**src/rtl/spim_pkg.sv**
```systemverilog
package spim_pkg;
  localparam int ADDR_W = 5;
  localparam int DATA_W = 32;
  localparam int WORD_W = 16;

  localparam logic [ADDR_W-1:0] A_CTRL   = 5'h00;
  localparam logic [ADDR_W-1:0] A_CFG    = 5'h04;
  localparam logic [ADDR_W-1:0] A_DOUT   = 5'h08;
  localparam logic [ADDR_W-1:0] A_DIN    = 5'h0C;
  localparam logic [ADDR_W-1:0] A_CAUSE  = 5'h10;
  localparam logic [ADDR_W-1:0] A_TIMING = 5'h18;

  localparam int B_CS_EN  = 0;
  localparam int B_CS_IDX = 2;
  localparam int B_BUSY   = 8;
  localparam int B_WIDE   = 5;
  localparam int B_CPOL   = 11;
  localparam int B_CPHA   = 12;
  localparam int B_TXLSB  = 13;
  localparam int B_RXLSB  = 14;
  localparam int B_DLY    = 6;

  typedef struct packed {
    logic rx_lsb;
    logic tx_lsb;
    logic cpha;
    logic cpol;
    logic wide;
  } mode_t;

  // Right-aligned word of 8 or 16 bits, optionally bit-reversed within its size
  function automatic logic [WORD_W-1:0] order_word(input logic [WORD_W-1:0] w,
                                                   input logic wide, input logic rev);
    logic [WORD_W-1:0] r;
    r = '0;
    for (int i = 0; i < WORD_W; i++) begin
      if (wide) r[i] = rev ? w[WORD_W-1-i] : w[i];
      else if (i < WORD_W/2) r[i] = rev ? w[WORD_W/2-1-i] : w[i];
    end
    return r;
  endfunction
endpackage

```
**src/rtl/spim_csdec.sv**
```systemverilog
module spim_csdec #(
  parameter int NUM_CS = 8,
  localparam int CS_W = $clog2(NUM_CS)
) (
  input  logic            clk_i,
  input  logic            rst_ni,
  input  logic            load_i,
  input  logic            en_i,
  input  logic [CS_W-1:0] idx_i,
  output logic [NUM_CS-1:0] cs_no
);
  // One register per line, all loaded by the same write: no intermediate codes
  for (genvar g = 0; g < NUM_CS; g++) begin : g_line
    always_ff @(posedge clk_i or negedge rst_ni) begin
      if (!rst_ni)     cs_no[g] <= 1'b1;
      else if (load_i) cs_no[g] <= !(en_i && (idx_i == CS_W'(g)));
    end
  end
endmodule

```
**src/rtl/spim_regs.sv**
```systemverilog
module spim_regs import spim_pkg::*; #(
  parameter int NUM_CS = 8,
  localparam int CS_W = $clog2(NUM_CS)
) (
  input  logic              clk_i,
  input  logic              rst_ni,
  input  logic              we_i,
  input  logic [ADDR_W-1:0] addr_i,
  input  logic [DATA_W-1:0] wdata_i,
  output logic [DATA_W-1:0] rdata_o,
  input  logic              busy_i,
  input  logic              done_i,
  input  logic [WORD_W-1:0] rx_word_i,
  output logic              start_o,
  output logic [WORD_W-1:0] tx_word_o,
  output mode_t             mode_o,
  output logic [1:0]        dly_o,
  output logic              cs_load_o
);
  logic            cs_en_q;
  logic [CS_W-1:0] cs_idx_q;
  mode_t           mode_q;
  logic [1:0]      tdly_q;
  logic            cause_q;
  logic [WORD_W-1:0] din_q;
  logic            unused_hi;

  assign unused_hi = ^wdata_i[DATA_W-1:WORD_W];
  assign start_o   = we_i && (addr_i == A_DOUT) && !busy_i;
  assign tx_word_o = wdata_i[WORD_W-1:0];
  assign cs_load_o = we_i && (addr_i == A_CTRL);
  assign mode_o    = mode_q;
  assign dly_o     = (tdly_q == 2'd3) ? 2'd2 : tdly_q;

  always_ff @(posedge clk_i or negedge rst_ni) begin
    if (!rst_ni) begin
      cs_en_q  <= 1'b0;
      cs_idx_q <= '0;
      mode_q   <= '0;
      tdly_q   <= 2'd1;
      cause_q  <= 1'b0;
      din_q    <= '0;
    end else begin
      if (we_i) begin
        case (addr_i)
          A_CTRL: begin
            cs_en_q  <= wdata_i[B_CS_EN];
            cs_idx_q <= wdata_i[B_CS_IDX +: CS_W];
          end
          A_CFG: mode_q <= '{rx_lsb: wdata_i[B_RXLSB], tx_lsb: wdata_i[B_TXLSB],
                             cpha: wdata_i[B_CPHA], cpol: wdata_i[B_CPOL],
                             wide: wdata_i[B_WIDE]};
          A_TIMING: tdly_q <= wdata_i[B_DLY +: 2];
          default: ;
        endcase
      end
      if (done_i) begin
        cause_q <= 1'b1;
        din_q   <= rx_word_i;
      end else if (we_i && addr_i == A_CAUSE) begin
        cause_q <= 1'b0;
      end
    end
  end

  always_comb begin
    rdata_o = '0;
    case (addr_i)
      A_CTRL: begin
        rdata_o[B_CS_EN]            = cs_en_q;
        rdata_o[B_CS_IDX +: CS_W]   = cs_idx_q;
        rdata_o[B_BUSY]             = busy_i;
      end
      A_CFG: begin
        rdata_o[B_WIDE]  = mode_q.wide;
        rdata_o[B_CPOL]  = mode_q.cpol;
        rdata_o[B_CPHA]  = mode_q.cpha;
        rdata_o[B_TXLSB] = mode_q.tx_lsb;
        rdata_o[B_RXLSB] = mode_q.rx_lsb;
      end
      A_DIN:    rdata_o[WORD_W-1:0] = din_q;
      A_CAUSE:  rdata_o[0] = cause_q;
      A_TIMING: rdata_o[B_DLY +: 2] = tdly_q;
      default: ;
    endcase
  end
endmodule

```
**src/rtl/spim_engine.sv**
```systemverilog
module spim_engine import spim_pkg::*; (
  input  logic              clk_i,
  input  logic              rst_ni,
  input  logic              start_i,
  input  logic [WORD_W-1:0] tx_word_i,
  input  mode_t             mode_i,
  input  logic [1:0]        dly_i,
  input  logic              tick_i,
  input  logic              miso_i,
  output logic              busy_o,
  output logic              done_o,
  output logic [WORD_W-1:0] rx_word_o,
  output logic              sclk_o,
  output logic              mosi_o
);
  localparam int EDGE_W = $clog2(2*WORD_W) + 1;

  logic              busy_q, sclk_q;
  mode_t             mode_q;
  logic [1:0]        dly_q, pipe_q;
  logic [EDGE_W-1:0] edge_q, n_edges;
  logic [WORD_W-1:0] txsh_q, rxsh_q;
  logic              edges_done, edge_ev, smp_ev, launch_ev, cap, fin;

  assign n_edges    = mode_q.wide ? EDGE_W'(2*WORD_W) : EDGE_W'(WORD_W);
  assign edges_done = (edge_q == n_edges);
  assign edge_ev    = busy_q && tick_i && !edges_done;
  // even edges are leading; sampling edge parity follows the phase bit
  assign smp_ev     = edge_ev && (edge_q[0] == mode_q.cpha);
  assign launch_ev  = edge_ev && (edge_q[0] != mode_q.cpha) && (edge_q != '0);
  assign cap        = (dly_q == 2'd0) ? smp_ev : (dly_q == 2'd1) ? pipe_q[0] : pipe_q[1];
  assign fin        = busy_q && edges_done && (pipe_q == 2'b00);

  assign busy_o    = busy_q;
  assign done_o    = fin;
  assign sclk_o    = sclk_q;
  assign mosi_o    = mode_q.wide ? txsh_q[WORD_W-1] : txsh_q[WORD_W/2-1];
  assign rx_word_o = order_word(rxsh_q, mode_q.wide, mode_q.rx_lsb);

  always_ff @(posedge clk_i or negedge rst_ni) begin
    if (!rst_ni) begin
      busy_q <= 1'b0;
      sclk_q <= 1'b0;
      mode_q <= '0;
      dly_q  <= 2'd0;
      pipe_q <= 2'b00;
      edge_q <= '0;
      txsh_q <= '0;
      rxsh_q <= '0;
    end else begin
      pipe_q <= {pipe_q[0], smp_ev};
      if (!busy_q) begin
        sclk_q <= mode_i.cpol;
        if (start_i) begin
          busy_q <= 1'b1;
          mode_q <= mode_i;
          dly_q  <= dly_i;
          edge_q <= '0;
          txsh_q <= order_word(tx_word_i, mode_i.wide, mode_i.tx_lsb);
        end
      end else begin
        if (edge_ev) begin
          sclk_q <= ~sclk_q;
          edge_q <= edge_q + 1'b1;
        end
        if (launch_ev) txsh_q <= txsh_q << 1;
        if (cap)       rxsh_q <= {rxsh_q[WORD_W-2:0], miso_i};
        if (fin)       busy_q <= 1'b0;
      end
    end
  end
endmodule

```
**src/rtl/spim_core.sv**
```systemverilog
module spim_core import spim_pkg::*; #(
  parameter int NUM_CS = 8
) (
  input  logic              clk_i,
  input  logic              rst_ni,
  input  logic              reg_we_i,
  input  logic [4:0]        reg_addr_i,
  input  logic [31:0]       reg_wdata_i,
  output logic [31:0]       reg_rdata_o,
  input  logic              sclk_tick_i,
  input  logic              miso_i,
  output logic              sclk_o,
  output logic              mosi_o,
  output logic [NUM_CS-1:0] cs_no
);
  localparam int CS_W = $clog2(NUM_CS);

  logic              busy_w, done_w, start_w, cs_load_w;
  logic [WORD_W-1:0] tx_w, rx_w;
  mode_t             mode_w;
  logic [1:0]        dly_w;

  spim_regs #(.NUM_CS(NUM_CS)) u_regs (
    .clk_i, .rst_ni,
    .we_i(reg_we_i), .addr_i(reg_addr_i), .wdata_i(reg_wdata_i), .rdata_o(reg_rdata_o),
    .busy_i(busy_w), .done_i(done_w), .rx_word_i(rx_w),
    .start_o(start_w), .tx_word_o(tx_w), .mode_o(mode_w), .dly_o(dly_w),
    .cs_load_o(cs_load_w)
  );

  spim_csdec #(.NUM_CS(NUM_CS)) u_csdec (
    .clk_i, .rst_ni,
    .load_i(cs_load_w), .en_i(reg_wdata_i[B_CS_EN]),
    .idx_i(reg_wdata_i[B_CS_IDX +: CS_W]), .cs_no(cs_no)
  );

  spim_engine u_engine (
    .clk_i, .rst_ni,
    .start_i(start_w), .tx_word_i(tx_w), .mode_i(mode_w), .dly_i(dly_w),
    .tick_i(sclk_tick_i), .miso_i(miso_i),
    .busy_o(busy_w), .done_o(done_w), .rx_word_o(rx_w),
    .sclk_o(sclk_o), .mosi_o(mosi_o)
  );
endmodule

```
**config.mk**
```make
export PLATFORM = sky130hd
export DESIGN_NAME = spim_core
export DESIGN_NICKNAME = d
export VERILOG_FILES = /design/src/rtl/spim_pkg.sv /design/src/rtl/spim_csdec.sv /design/src/rtl/spim_regs.sv /design/src/rtl/spim_engine.sv /design/src/rtl/spim_core.sv
export SDC_FILE = /design/constraint.sdc
export NUM_CORES = 1
export LEC_CHECK = 0
export ABC_AREA = 1
export CORE_MARGIN = 10
export CORE_UTILIZATION = 31
export DETAILED_ROUTE_END_ITERATION = 8
export PLACE_DENSITY_LB_ADDON = 0.3
export SETUP_SLACK_MARGIN = 0.5
export SKIP_LAST_GASP = 1
export SYNTH_ARGS = -nofsm -noshare
export SYNTH_HDL_FRONTEND = slang
export SYNTH_SLANG_ARGS = --single-unit
```
**constraint.sdc**
```tcl
create_clock -name clk_i -period 2.64 [get_ports clk_i]
set_input_delay 0.792 -clock clk_i [delete_from_list [all_inputs] [get_ports clk_i]]
set_output_delay 0.792 -clock clk_i [all_outputs]
set_load 0.05 [all_outputs]
```
==> results of run 1 <==
[cell usage in the layout (no fill, tap or decap), types with 17 or more instances in the layout]
cell	instances
o21ai_0	39
nand3_1	51
a21oi_1	21
buf_12	19
nand2_1	156
inv_1	54
a31oi_1	17
dfrtp_1	74
nor2_1	38
clkdlybuf4s50_1	19
buf_4	17
[per-stage QoR]
step	cells	util [%]	cell area [sq um]
3_5_place_dp	803	39.7	5560
5_1_grt	820	42.6	5960
3_3_place_gp	803	39.7	5560
6_report	820	42.6	5960
2_1_floorplan	592	-	4770
4_1_cts	819	42.4	5930
[routing by layer]
metal	up-vias	part of all wire [%]
met4	0	1.7
met3	15	5.5
met1	1893	45
met5	-	0
li1	1976	-
met2	121	48
[cells by family after synthesis]
family | Yosys count
adder cells (fa/ha/maj) | 2
other | 1
AO/OA/AOI/OAI | 102
buffers and inverters | 102
flip-flops | 83
XOR/XNOR | 4
multiplexers | 3
AND/OR/NAND/NOR | 280
[timing repair]
item,in CTS,in global routing
pin swaps,8,3
setup buffers,0,1
gates resized for setup,60,6
setup endpoints to repair,49,20
gates cloned,0,0
[synth_stat cells (all sizes together)]
master and count:
a21oi 21, a22o 2, a31oi 17, buf 28
clkbuf 12, clkinv 2, conb 1, dfrtp 74
dfstp 9, ha 2, inv 60, mux2i 3
nand2 166, nand3 56, nand4 5, nor2 47
nor3 3, nor3b 2, o21ai 47, o21bai 2
o221ai 9, o22ai 4, or2 1, xnor2 1
xor2 3
[layout make-up]
type	instances	area (sq um)
clock inverters	5	85.1
clock buffers	11	243
flip-flops and latches	83	2090
repair buffers	72	882
inverters	62	239
multi-input cells	407	2190
well taps	180	225
fillers	1416	8030
[state kept, by name, indices dropped and copies added (netlist names), 2 cells and up]
| register | count |
|---|---|
| u_regs.mode_o | 5 |
| u_engine.pipe_q | 2 |
| u_regs.cs_idx_q | 3 |
| u_engine.dly_q | 2 |
| u_engine.rxsh_q | 16 |
| u_engine.txsh_q | 16 |
| u_regs.tdly_q | 2 |
| u_csdec.cs_no | 8 |
| u_engine.edge_q | 6 |
| u_regs.din_q | 16 |
| u_engine.mode_q | 3 |
[power by group through the flow]
stage,logic [W],clock network (W),registers [W]
6_report,0.00192,0.00138,0.00197
5_1_grt,0.00216,0.00145,0.00202
4_1_cts,0.00193,0.00140,0.00196
3_5_place_dp,0.00193,0,0.00198
3_3_place_gp,0.00190,0,0.00197
2_1_floorplan,0.00135,0,0.00204
[worst max path at each step]
| stage | start | to | cells after the start |
|---|---|---|---|
| 2_1_floorplan | reg_addr_i[4] | reg_rdata_o[2] | 5 |
| 3_3_place_gp | reg_addr_i[2] | reg_rdata_o[8] | 8 |
| 3_5_place_dp | reg_addr_i[2] | reg_rdata_o[8] | 8 |
| 4_1_cts | reg_addr_i[3] | reg_rdata_o[11] | 6 |
| 5_1_grt | reg_addr_i[1] | reg_rdata_o[8] | 7 |
| 6_report | reg_addr_i[3] | reg_rdata_o[11] | 6 |
[critical path, cell delays in order]
cell        delay [ps]
buf_8              100
buf_6              110
nand3_4            110
clkinvlp_4         180
a22o_4             320
buf_12             150
==> results.txt, run 1 <==
The required time at the worst-slack endpoint came out at 1850 ps. The power density of the placed cells came out at 883 mW/mm^2. The clock latency at the later pin of the worst-skew pair was 340 ps; the total power was 0.00526 W. Counting flops and latches in the post-synthesis netlist gives 83. Entering global routing, the biggest net connects 49 pins. The combinational family with the most area after synthesis was simple AND/OR/NAND/NOR gates.

Summed over its instances, the top area cell type makes up 41.6% of the synthesized netlist area. Number of global-route vias before repair: 4,053. Part of the power in registers: 37.4%.

The run gives 0 as the number of design rule violations left after detail routing. The buffer depth of the longest clock path came out at 2. For the clock buffer count from CTS, the log shows 9. OpenSTA, run right after detailed placement, puts the worst setup slack at -347 ps. After detailed routing, the number of vias per cell comes to 4.88. Routability-driven placement finished with a final weighted congestion of 0.880. Yosys attributes the largest share of cell area to dfrtp_1, nand2_1, nand3_1, dfstp_2, o21ai_0. In this run the critical register-to-register path is captured at u_engine.txsh_q[1].

Net switching is 39.5% of the power. The floorplan step defined a die boundary enclosing 0.0196 sq mm. The netlist area before placement was 0.00446 sq mm; the number of antenna violations at the first check in global routing was 0. The relative area change from synthesis to final layout was 33.7%; the static leakage power was 2.75 nW. After clock tree synthesis, the clock-pin slew on the worst setup and hold paths is 60 ps.

Setup repair after global routing could not meet its margin everywhere. The die width was 140 um. After floorplanning, the core was sized to cover 0.0140 sq mm.

The first global-routing pass estimated 20,300 um of wire. TritonCTS built the clock tree. I/O pin count: 84. The worst setup path is launched from a primary input. For the total wire length, the log shows 12,200 um.

The synthesized design spends more area on one cell type than any other, namely dfrtp_1. The H-tree generated during clock tree synthesis spans 3 levels. The root buffer cell chosen for the clock tree is clkbuf_16. The tools report the count of yosys warnings during synthesis as 0. Global routing used 12.5% of the available tracks across all layers. The vias after detailed routing was 4,005.

Of all nets on the critical path, the largest fanout is 5. The worst reg-to-reg path cell count works out to 8. Mux contribution to synthesized area: 0.674%. The worst setup path is of the primary input to output port kind. The internal power of the cells totals 0.00318 W. Port buffering added 51 buffers.

The tools report the worst clock skew as 6.96 ps. For met1 alone, demand over resource in global routing was 15.5%. The run gives 0 as the final-report hold violation count.

The count of hold buffers inserted by post-cts repair came out at 0. The share of total power dissipated in combinational logic is 36.4%. Setup violations remaining at the end of the flow were counted as 0.

The maximum clock frequency was 391 MHz; the xor and xnor fraction of the mapped netlist area was 0.955%. Adder-cell share of the synthesized area: 0.562%. For met3 alone, demand over resource in global routing was 2.42%.

The worst path arrival time was 1770 ps; the worst hold slack was 400 ps. Met2 capacity usage during global routing: 20.8%. Of the cells placed in the final design, the portion with a size suffix greater than 1 is 19.2%. After global routing the overflow that remains totals 0. After routing, the total negative slack on setup checks comes to 0 ps. The post-detailed-route wirelength per cell is 14.8 um.

Measured against its own limit, the worst slew margin works out to 66.0%. In this run the critical register-to-register path is launched from u_engine.edge_q[0]. For the pin with the worst max-slew slack, the measured transition is 512 ps. The share of the yosys chip area belonging to registers came out at 46.9%. After legalization and detailed placement, the total HPWL measured 8840 um.

The area fraction in and, or, nand and nor cells after synthesis came out at 27.1%. In the final design database the tool counted 679 nets. The run gives 760 ps as the worst reg-to-reg setup slack. The number of inserted diodes is 0. The height of the die is 140 um, and the starting density of the core is 31.9%. The worst setup path is captured at an output port. The tools report the number of max-slew violations in the final report as 0. The tool flagged a number of max-cap violations equal to 0.

The run finished with clean final reports. The detailed-routing iteration count for the pre-antenna-repair pass is 5, and the mean cell area of the mapped netlist is 7.72 sq um. The worst path uses 97.0% of the clock period. Type of the most critical hold path: primary input to asynchronous set/reset pin. Violation count after the first detailed-routing iteration: 293. In this run the power spent charging and discharging nets is 0.00208 W.

The count of different cell masters after synthesis is 37, and the largest vdd supply drop is 332 uV. The run gives 577 as the gate count of the mapped netlist. The total number of clock tree sinks came out at 83.

Once detail routing completed, the nets flagged for antenna violations numbered 0. Summing the areas of all compound-gate instances in the mapped netlist gives 13.1% of the synthesized area. The minimum clock period after layout came out at 2560 ps. The floorplan has 43 rows. Of the total power, the clock network draws 26.2%. In this run the most used layer during global routing was met2. Setup slack closes at 80.2 ps.
No activity file was read; power rests on OpenSTA's default activity.
==> run 2, diff against run 1 <==
--- a/config.mk
+++ b/config.mk
@@ -6,6 +6,7 @@
 export NUM_CORES = 1
 export LEC_CHECK = 0
 export ABC_AREA = 1
+export CAP_MARGIN = 30
 export CORE_MARGIN = 10
 export CORE_UTILIZATION = 31
 export DETAILED_ROUTE_END_ITERATION = 8
==> results of run 2 <==
The final DEF is identical to that of run 1; final timing and power are the same.
